File: src/rtl/rfc_pkg.sv
package rfc_pkg;

  typedef enum logic [1:0] {
    OP_EQ  = 2'b00,
    OP_LE  = 2'b01,
    OP_GE  = 2'b10,
    OP_RSV = 2'b11
  } op_code_t;

  // Verdict of a single differing bit position under an operator.
  function automatic logic judge_bit(input op_code_t op, input logic s, input logic b);
    case (op)
      OP_GE:   judge_bit = s & ~b;
      OP_LE:   judge_bit = ~s & b;
      default: judge_bit = 1'b0;
    endcase
  endfunction

  // Verdict when the whole field compared equal.
  function automatic logic judge_equal(input op_code_t op);
    judge_equal = (op != OP_RSV);
  endfunction

endpackage

File: src/rtl/rfc_stage.sv
module rfc_stage
  import rfc_pkg::*;
#(
  parameter int W = 5
) (
  input  logic [W-1:0] srch,
  input  logic [W-1:0] bound,
  input  op_code_t     op,
  input  logic         dec_in,
  input  logic         match_in,
  output logic         dec_out,
  output logic         match_out
);

  logic local_dec;
  logic local_match;

  // Scan from this stage's MSB downward; the first differing bit decides.
  always_comb begin
    local_dec   = 1'b0;
    local_match = 1'b0;
    for (int i = W - 1; i >= 0; i--) begin
      if (!local_dec && (srch[i] != bound[i])) begin
        local_dec   = 1'b1;
        local_match = judge_bit(op, srch[i], bound[i]);
      end
    end
  end

  assign dec_out   = dec_in | local_dec;
  assign match_out = dec_in ? match_in : local_match;

endmodule

File: src/rtl/rfc_chain.sv
module rfc_chain
  import rfc_pkg::*;
#(
  parameter int FIELD_W    = 16,
  parameter int NUM_STAGES = 3
) (
  input  logic [FIELD_W-1:0]    srch,
  input  logic [FIELD_W-1:0]    bound,
  input  op_code_t              op,
  output logic [NUM_STAGES-1:0] stage_dec,
  output logic                  chain_match
);

  localparam int TAIL_W = FIELD_W / NUM_STAGES;
  localparam int HEAD_W = FIELD_W - (NUM_STAGES - 1) * TAIL_W;

  logic [NUM_STAGES:0] dec_c;
  logic [NUM_STAGES:0] match_c;

  assign dec_c[0]   = 1'b0;
  assign match_c[0] = 1'b0;

  for (genvar k = 0; k < NUM_STAGES; k++) begin : g_stage
    if (k == 0) begin : g_head
      rfc_stage #(.W(HEAD_W)) u_stage (
        .srch     (srch[FIELD_W-1 -: HEAD_W]),
        .bound    (bound[FIELD_W-1 -: HEAD_W]),
        .op       (op),
        .dec_in   (dec_c[k]),
        .match_in (match_c[k]),
        .dec_out  (dec_c[k+1]),
        .match_out(match_c[k+1])
      );
    end else begin : g_tail
      localparam int LSB = (NUM_STAGES - 1 - k) * TAIL_W;
      rfc_stage #(.W(TAIL_W)) u_stage (
        .srch     (srch[LSB +: TAIL_W]),
        .bound    (bound[LSB +: TAIL_W]),
        .op       (op),
        .dec_in   (dec_c[k]),
        .match_in (match_c[k]),
        .dec_out  (dec_c[k+1]),
        .match_out(match_c[k+1])
      );
    end
    assign stage_dec[k] = dec_c[k+1];
  end

  assign chain_match = match_c[NUM_STAGES];

endmodule

File: src/rtl/rfc_verdict.sv
module rfc_verdict
  import rfc_pkg::*;
(
  input  op_code_t op,
  input  logic     enable,
  input  logic     decided,
  input  logic     chain_match,
  output logic     hit
);

  always_comb begin
    if (!enable)       hit = 1'b0;
    else if (decided)  hit = chain_match;
    else               hit = judge_equal(op);
  end

endmodule

File: src/rtl/range_field_cmp.sv
module range_field_cmp
  import rfc_pkg::*;
#(
  parameter int FIELD_W    = 16,
  parameter int NUM_STAGES = 3
) (
  input  logic               clk_i,
  input  logic               rst_ni,
  input  logic               req_i,
  input  logic               enable_i,
  input  logic [1:0]         op_i,
  input  logic [FIELD_W-1:0] search_i,
  input  logic [FIELD_W-1:0] bound_i,
  output logic               match_o,
  output logic               valid_o
);

  op_code_t              op;
  logic [NUM_STAGES-1:0] stage_decided;
  logic                  chain_match;
  logic                  resolved_hit;
  logic                  match_q;
  logic                  valid_q;

  assign op = op_code_t'(op_i);

  rfc_chain #(.FIELD_W(FIELD_W), .NUM_STAGES(NUM_STAGES)) u_chain (
    .srch       (search_i),
    .bound      (bound_i),
    .op         (op),
    .stage_dec  (stage_decided),
    .chain_match(chain_match)
  );

  rfc_verdict u_verdict (
    .op         (op),
    .enable     (enable_i),
    .decided    (stage_decided[NUM_STAGES-1]),
    .chain_match(chain_match),
    .hit        (resolved_hit)
  );

  always_ff @(posedge clk_i) begin
    if (!rst_ni) begin
      valid_q <= 1'b0;
      match_q <= 1'b0;
    end else begin
      valid_q <= req_i;
      match_q <= req_i & resolved_hit;
    end
  end

  assign match_o = match_q;
  assign valid_o = valid_q;

endmodule

File: config.mk
export PLATFORM = sky130hd
export DESIGN_NAME = range_field_cmp
export DESIGN_NICKNAME = d
export VERILOG_FILES = /design/src/rtl/rfc_pkg.sv /design/src/rtl/rfc_stage.sv /design/src/rtl/rfc_chain.sv /design/src/rtl/rfc_verdict.sv /design/src/rtl/range_field_cmp.sv
export SDC_FILE = /design/constraint.sdc
export NUM_CORES = 1
export LEC_CHECK = 0
export BUFFER_PORTS_ARGS = -buffer_cell sky130_fd_sc_hd__clkbuf_2
export CORE_MARGIN = 5
export CORE_UTILIZATION = 46
export CTS_CLUSTER_SIZE = 30
export DETAILED_ROUTE_END_ITERATION = 8
export PLACE_DENSITY = 0.77
export REMOVE_ABC_BUFFERS = 1
export SYNTH_ARGS = -nofsm -noshare
export SYNTH_HDL_FRONTEND = slang
export SYNTH_SLANG_ARGS = --single-unit
File: constraint.sdc
create_clock -name clk_i -period 1.85 [get_ports clk_i]
set_clock_uncertainty 0.2 [all_clocks]
set_input_delay 0.185 -clock clk_i [delete_from_list [all_inputs] [get_ports clk_i]]
set_output_delay 0.185 -clock clk_i [all_outputs]
set_load 0.05 [all_outputs]
==> results.json, run 1 <==
{
  "outcome": "completed",
  "p_leak_nw": 0.788,
  "synth_xor_area_frac": 0,
  "cp_num_buf_inv": 3,
  "cp_slowest_cell": "a221o_2",
  "synth_top_cells_by_area": "ha_1 44%, inv_1 13%, a221oi_1 5.3%",
  "cts_setup_buffers": 0,
  "final_common_cell": "clkbuf_2",
  "grt_pass1_wl_mm": 3.68,
  "nNetsFinal": 249,
  "hold_slack_ns": 0.167,
  "ys_types": 31,
  "cp_top_family": "compound AO/OA/AOI/OAI gates",
  "async_flop_share": 0,
  "cap_violations": 0,
  "grt_max_degree": 10,
  "ys_seq_area_frac": 0.0402,
  "wirelength_mm": 2.19,
  "areaGrowthSynthToFinish_pct": 28.4,
  "post_cts_resized": 0,
  "cts_sinks": 2,
  "rsz0062_at_grt": "false",
  "fin_cells": 201,
  "synth_fa_ha_area_frac": 0.439,
  "portBuffers": 39,
  "die_h_um": 56.6,
  "dieArea_sq_um": 3200,
  "hp-class": "primary input to flip-flop",
  "synth_edf_count": 0,
  "required_ns": 1.76,
  "dp.cells": 196,
  "start_kind": "primary input",
  "cp-end-kind": "flip-flop",
  "synth-simple-area-share": 0.148,
  "first_global_vias": 1003,
  "drtAntennaViolNets": 0,
  "finalSetupViolations": 0,
  "wl_per_cell_um": 10.9,
  "synth-compound-area-share": 0.207,
  "path_cells": "clkbuf_2, inv_1, ha_1, buf_4, a221o_2, a21oi_1, nor4_2, o221ai_1, nand2_1",
  "io_pins": 40,
  "path_clk_slew_ns": 0.03,
  "synth_top_family_by_area": "adder cells",
  "arrival_ns": 1.54,
  "start_util": 0.493,
  "cts_tree": "yes",
  "routed-via-count": 1007,
  "crit_path_max_incr_delay_ns": 0.37,
  "tightestPinTransition_ns": 0.280,
  "yosys_warnings": 0,
  "clockBufferDepth": 2,
  "layout_common_cells": "39 x clkbuf_2, 35 x inv_1, 35 x ha_1",
  "syn_area_per_cell_sq_um": 7.85,
  "crit_path_max_fanout": 6,
  "firstDrtPassIters": 4,
  "slew_headroom": 0.814,
  "ys.flop_type": "dfxtp_1",
  "ir_drop_uv": 167,
  "root_buffer": "clkbuf_4",
  "syn_inst": 127,
  "cts_made_buffers": 3,
  "drcViolationCount": 0,
  "final_area_sq_um": 1280,
  "antenna_found_initial": 0,
  "netlist.area_leader.share": 0.439,
  "diodes": 0,
  "grt_use_total": 0.133,
  "gp_congestion": 0.755,
  "htree_num_levels": 1,
  "fmax_mhz": 611,
  "placed_area_sq_um": 1240,
  "post-dp-hpwl_mm": 1.97,
  "num_rows": 16,
  "p_per_area_nw_per_um2": 296,
  "die_w_um": 56.6,
  "min_period_ns": 1.64,
  "finalSetupTns_ns": 0,
  "drive_gt1_frac": 0.299,
  "synth_top_cell_by_area": "ha_1",
  "hold_viol": 0,
  "viasPerCell": 5.01,
  "fin_crit_sh": 0.884,
  "fp.coreArea_sq_um": 2020,
  "overflow": 0,
  "synth_seq_cells": 2,
  "criticalPathCategory": "primary input to flip-flop",
  "ctsHoldBuffers": 2,
  "drtIter0Drc": 27,
  "syn_area_sq_um": 997,
  "synthMuxAreaShare": 0,
  "final_max_slew_viol_count": 0
}
-- kinds of logic after synthesis --
| kind of cell | Yosys count |
|---|---|
| compound gates | 27 |
| simple gates | 25 |
| flops | 2 |
| fa+ha+maj | 35 |
| buf+inv | 38 |
-- layer usage --
layer	wire length, um	track usage
met5	0	0
met4	0	0.0373
met3	121	0.00917
met2	1190	0.267
met1	883	0.143
-- power by group --
group | internal (mW) | total (mW) | switching [mW]
clock | 0.0715 | 0.0956 | 0.0242
sequential | 0.0452 | 0.0457 | 0.000498
combinational | 0.117 | 0.237 | 0.120
-- metrics by stage --
step	util	setup slack [ns]	power, mW
after CTS	0.633	0.205	0.385
after global placement	0.612	0.0148	0.270
after floorplan	-	0.151	0.188
after detailed placement	0.612	-0.0271	0.280
after global routing	0.633	0.0672	0.417
final	0.633	0.214	0.379
-- worst min-delay path: stages --
cell,delay (ns)
clkbuf_2,0.08
nand2_1,0.10
a311oi_1,0.06
o221ai_1,0.06
nand2_1,0.05
-- path summary, 6_finish.rpt --
| check | cells after the start | startpoint | endpoint | slack [ns] |
|---|---|---|---|---|
| worst max-delay path | 9 | op_i[1] | match_o | 0.21 |
| worst min-delay path | 5 | enable_i | match_o | 0.17 |
-- layout make-up --
cell class | count | area, sq um
clock buffers | 3 | 22.5
fillers | 187 | 742
repair buffers | 47 | 260
well taps | 27 | 33.8
multi-input cells | 87 | 792
flip-flops and latches | 2 | 40.0
inverters | 35 | 131
-- synth_stat cells (all sizes together) (2+ instances only) --
master / n
o21ai: 3
a31oi: 2
nand2: 6
and2: 2
o221ai: 2
ha: 35
inv: 35
a22oi: 7
nor4: 2
a221oi: 6
nor2: 3
a21oi: 2
buf: 3
dfxtp: 2
nor3: 3
nand2b: 3
-- registers in the layout, indices dropped and copies added (netlist names) --
| name | cells |
|---|---|
| match_o | 1 |
| valid_o | 1 |
Note: power is estimated with default switching activity, not from simulation.
==> run 2, diff against run 1 <==
Settings changed: PLACE_DENSITY 0.77 to 0.76, SYNTH_HIERARCHICAL set to 1.
==> run 2 against run 1 <==
  * The flow now finishes with violations (negative setup slack)
  * Clock-buffer cell count is the same
  * First-iteration DRC count shrank 41%
  * Die area grew 3.9%
  * Clock power shrank 2%
  * Largest power group unchanged
==> results.json, run 2 <==
{
  "syn_area_per_cell_sq_um": 7.80,
  "fp.coreArea_sq_um": 2190,
  "required_ns": 1.81,
  "p_per_area_nw_per_um2": 279,
  "final_area_sq_um": 1690,
  "wl_per_cell_um": 12.8,
  "multi_input_area_sq_um": 977,
  "sequential_cell_area_sq_um": 40.0,
  "num_rows": 17,
  "nNetsFinal": 282,
  "netlist.area_leader.share": 0.455,
  "syn_area_sq_um": 1040,
  "drcViolationCount": 0,
  "gp_congestion": 0.814,
  "power_frac_comb": 0.703,
  "synth_common_cells": "40 x inv_1, 38 x ha_1, 9 x a22oi_1",
  "synth.most_common_cell": "inv_1",
  "fmax_mhz": 442,
  "crit_path_max_incr_delay_ns": 0.52,
  "syn_inst": 134,
  "timing.final.ws_setup_ns": -0.411,
  "die_w_um": 57.7,
  "hp-class": "primary input to flip-flop",
  "antenna_found_initial": 0,
  "dieArea_sq_um": 3320,
  "final_max_slew_viol_count": 0,
  "outcome": "complete, but fails checks",
  "violations": "negative setup slack",
  "synth_top_cell_by_area": "ha_1",
  "rsz0062_at_grt": "true",
  "drtIter0Drc": 16,
  "viasPerCell": 5.05,
  "p_leak_nw": 0.968,
  "portBuffers": 39,
  "grt_max_degree": 7,
  "grt_use_total": 0.168,
  "intPower_mw": 0.295,
  "cts_sinks": 2,
  "power_switching_mw": 0.174,
  "drtAntennaViolNets": 0,
  "arrival_ns": 2.22,
  "first_global_vias": 1210,
  "path_clk_slew_ns": 0.03,
  "crit_path_max_fanout": 3,
  "cap_violations": 0,
  "finalSetupTns_ns": -0.411,
  "start_kind": "primary input",
  "cp-end-kind": "flip-flop",
  "drive_gt1_frac": 0.407,
  "clockBufferDepth": 2,
  "root_buffer": "clkbuf_4",
  "routed-via-count": 1172,
  "fin_crit_sh": 1.22,
  "p_clk_frac": 0.200,
  "ys_types": 27,
  "layout_common_cells": "35 x inv_1, 32 x ha_1, 29 x clkbuf_2",
  "grt_pass1_wl_mm": 4.60,
  "die_h_um": 57.7,
  "ir_drop_uv": 186,
  "criticalPathCategory": "primary input to flip-flop",
  "finalSetupViolations": 1,
  "async_flop_share": 0,
  "firstDrtPassIters": 4,
  "fillCellCount": 175,
  "yosys_warnings": 6,
  "hold_slack_ns": 0.0227,
  "overflow": 0,
  "post-dp-hpwl_mm": 2.32,
  "ys_seq_area_frac": 0.0383,
  "io_pins": 40,
  "cp_slowest_cell": "or4b_4",
  "cts_made_buffers": 3,
  "fin_cells": 232,
  "synth_seq_cells": 2,
  "min_period_ns": 2.26,
  "htree_num_levels": 1,
  "synth_edf_count": 0,
  "cts_tree": "yes",
  "ys.flop_type": "dfxtp_1",
  "synth_top_cells_by_area": "ha_1 46%, inv_1 14%, a22oi_1 6.5%",
  "dp.cells": 224,
  "hold_viol": 0,
  "wirelength_mm": 2.97,
  "final_common_cell": "inv_1",
  "areaGrowthSynthToFinish_pct": 61.4,
  "path_cells": "buf_8, inv_4, ha_4, nand3_2, or4b_4, nand4b_1, a311oi_2, a32o_1, nand2b_1, o211a_1, and3_1",
  "start_util": 0.477,
  "placed_area_sq_um": 1430,
  "total_power_mw": 0.470,
  "diodes": 0,
  "power.share.switching": 0.371,
  "seqPwrFrac": 0.097
}
==> run 2: final cells by class <==
class	instances	area share
tap	28	0.0208
clock buffer	3	0.0134
sequential	2	0.0237
timing repair buffer	63	0.269
inverter	40	0.0935
multi-input combinational	96	0.579
==> run 2: power groups by stage <==
stage	Combinational, mW	Clock (mW)	Sequential [mW]
after global routing	0.365	0.102	0.0457
after global placement	0.252	0	0.0461
after detailed placement	0.269	0	0.0461
after CTS	0.304	0.100	0.0455
final	0.331	0.0939	0.0455
after floorplan	0.133	0	0.0523
==> run 2: timing repair <==
item,CTS,global route
cloned,0,0
setup endpoints to repair,1,1
setup buffers,3,0
pin swaps,14,14
endpoints found under the hold margin,1,0
resized for setup,17,29
hold buffers,2,0
==> run 2: metrics by stage <==
stage,worst slack [ns],util
after floorplan,-0.577,-
after global placement,-0.759,0.654
after detailed placement,-0.816,0.654
after CTS,-0.439,0.731
after global routing,-0.545,0.770
final,-0.411,0.770
==> run 2: routing by layer <==
metal / vias to the layer above / GRT usage / routed length (um)
met5: - / 0 / 0
met4: 0 / 0.0298 / 16
met3: 2 / 0.0111 / 96
met2: 23 / 0.366 / 1790
met1: 547 / 0.168 / 1060
li1: 600 / - / -
==> run 2: cell families after synthesis <==
group / synth area share
DFF: 0.0383
and+or+nand+nor: 0.127
adders and majority gates: 0.455
buffers and inverters: 0.144
other: 0.00359
AOI/OAI and AO/OA: 0.232
==> run 2: final timing paths <==
kind                          from      end  slack (ns)  depth (start not counted)
worst max-delay path  search_i[13]  match_o       -0.41                         11
worst min-delay path        rst_ni  match_o        0.02                          2
==> run 2: critical path, delay by kind of cell <==
| kind | cells | cell delay [ns] |
|---|---|---|
| AOI/OAI and AO/OA | 3 | 0.58 |
| and+or+nand+nor | 5 | 1.09 |
| adders and majority gates | 1 | 0.26 |
| buffers and inverters | 2 | 0.11 |
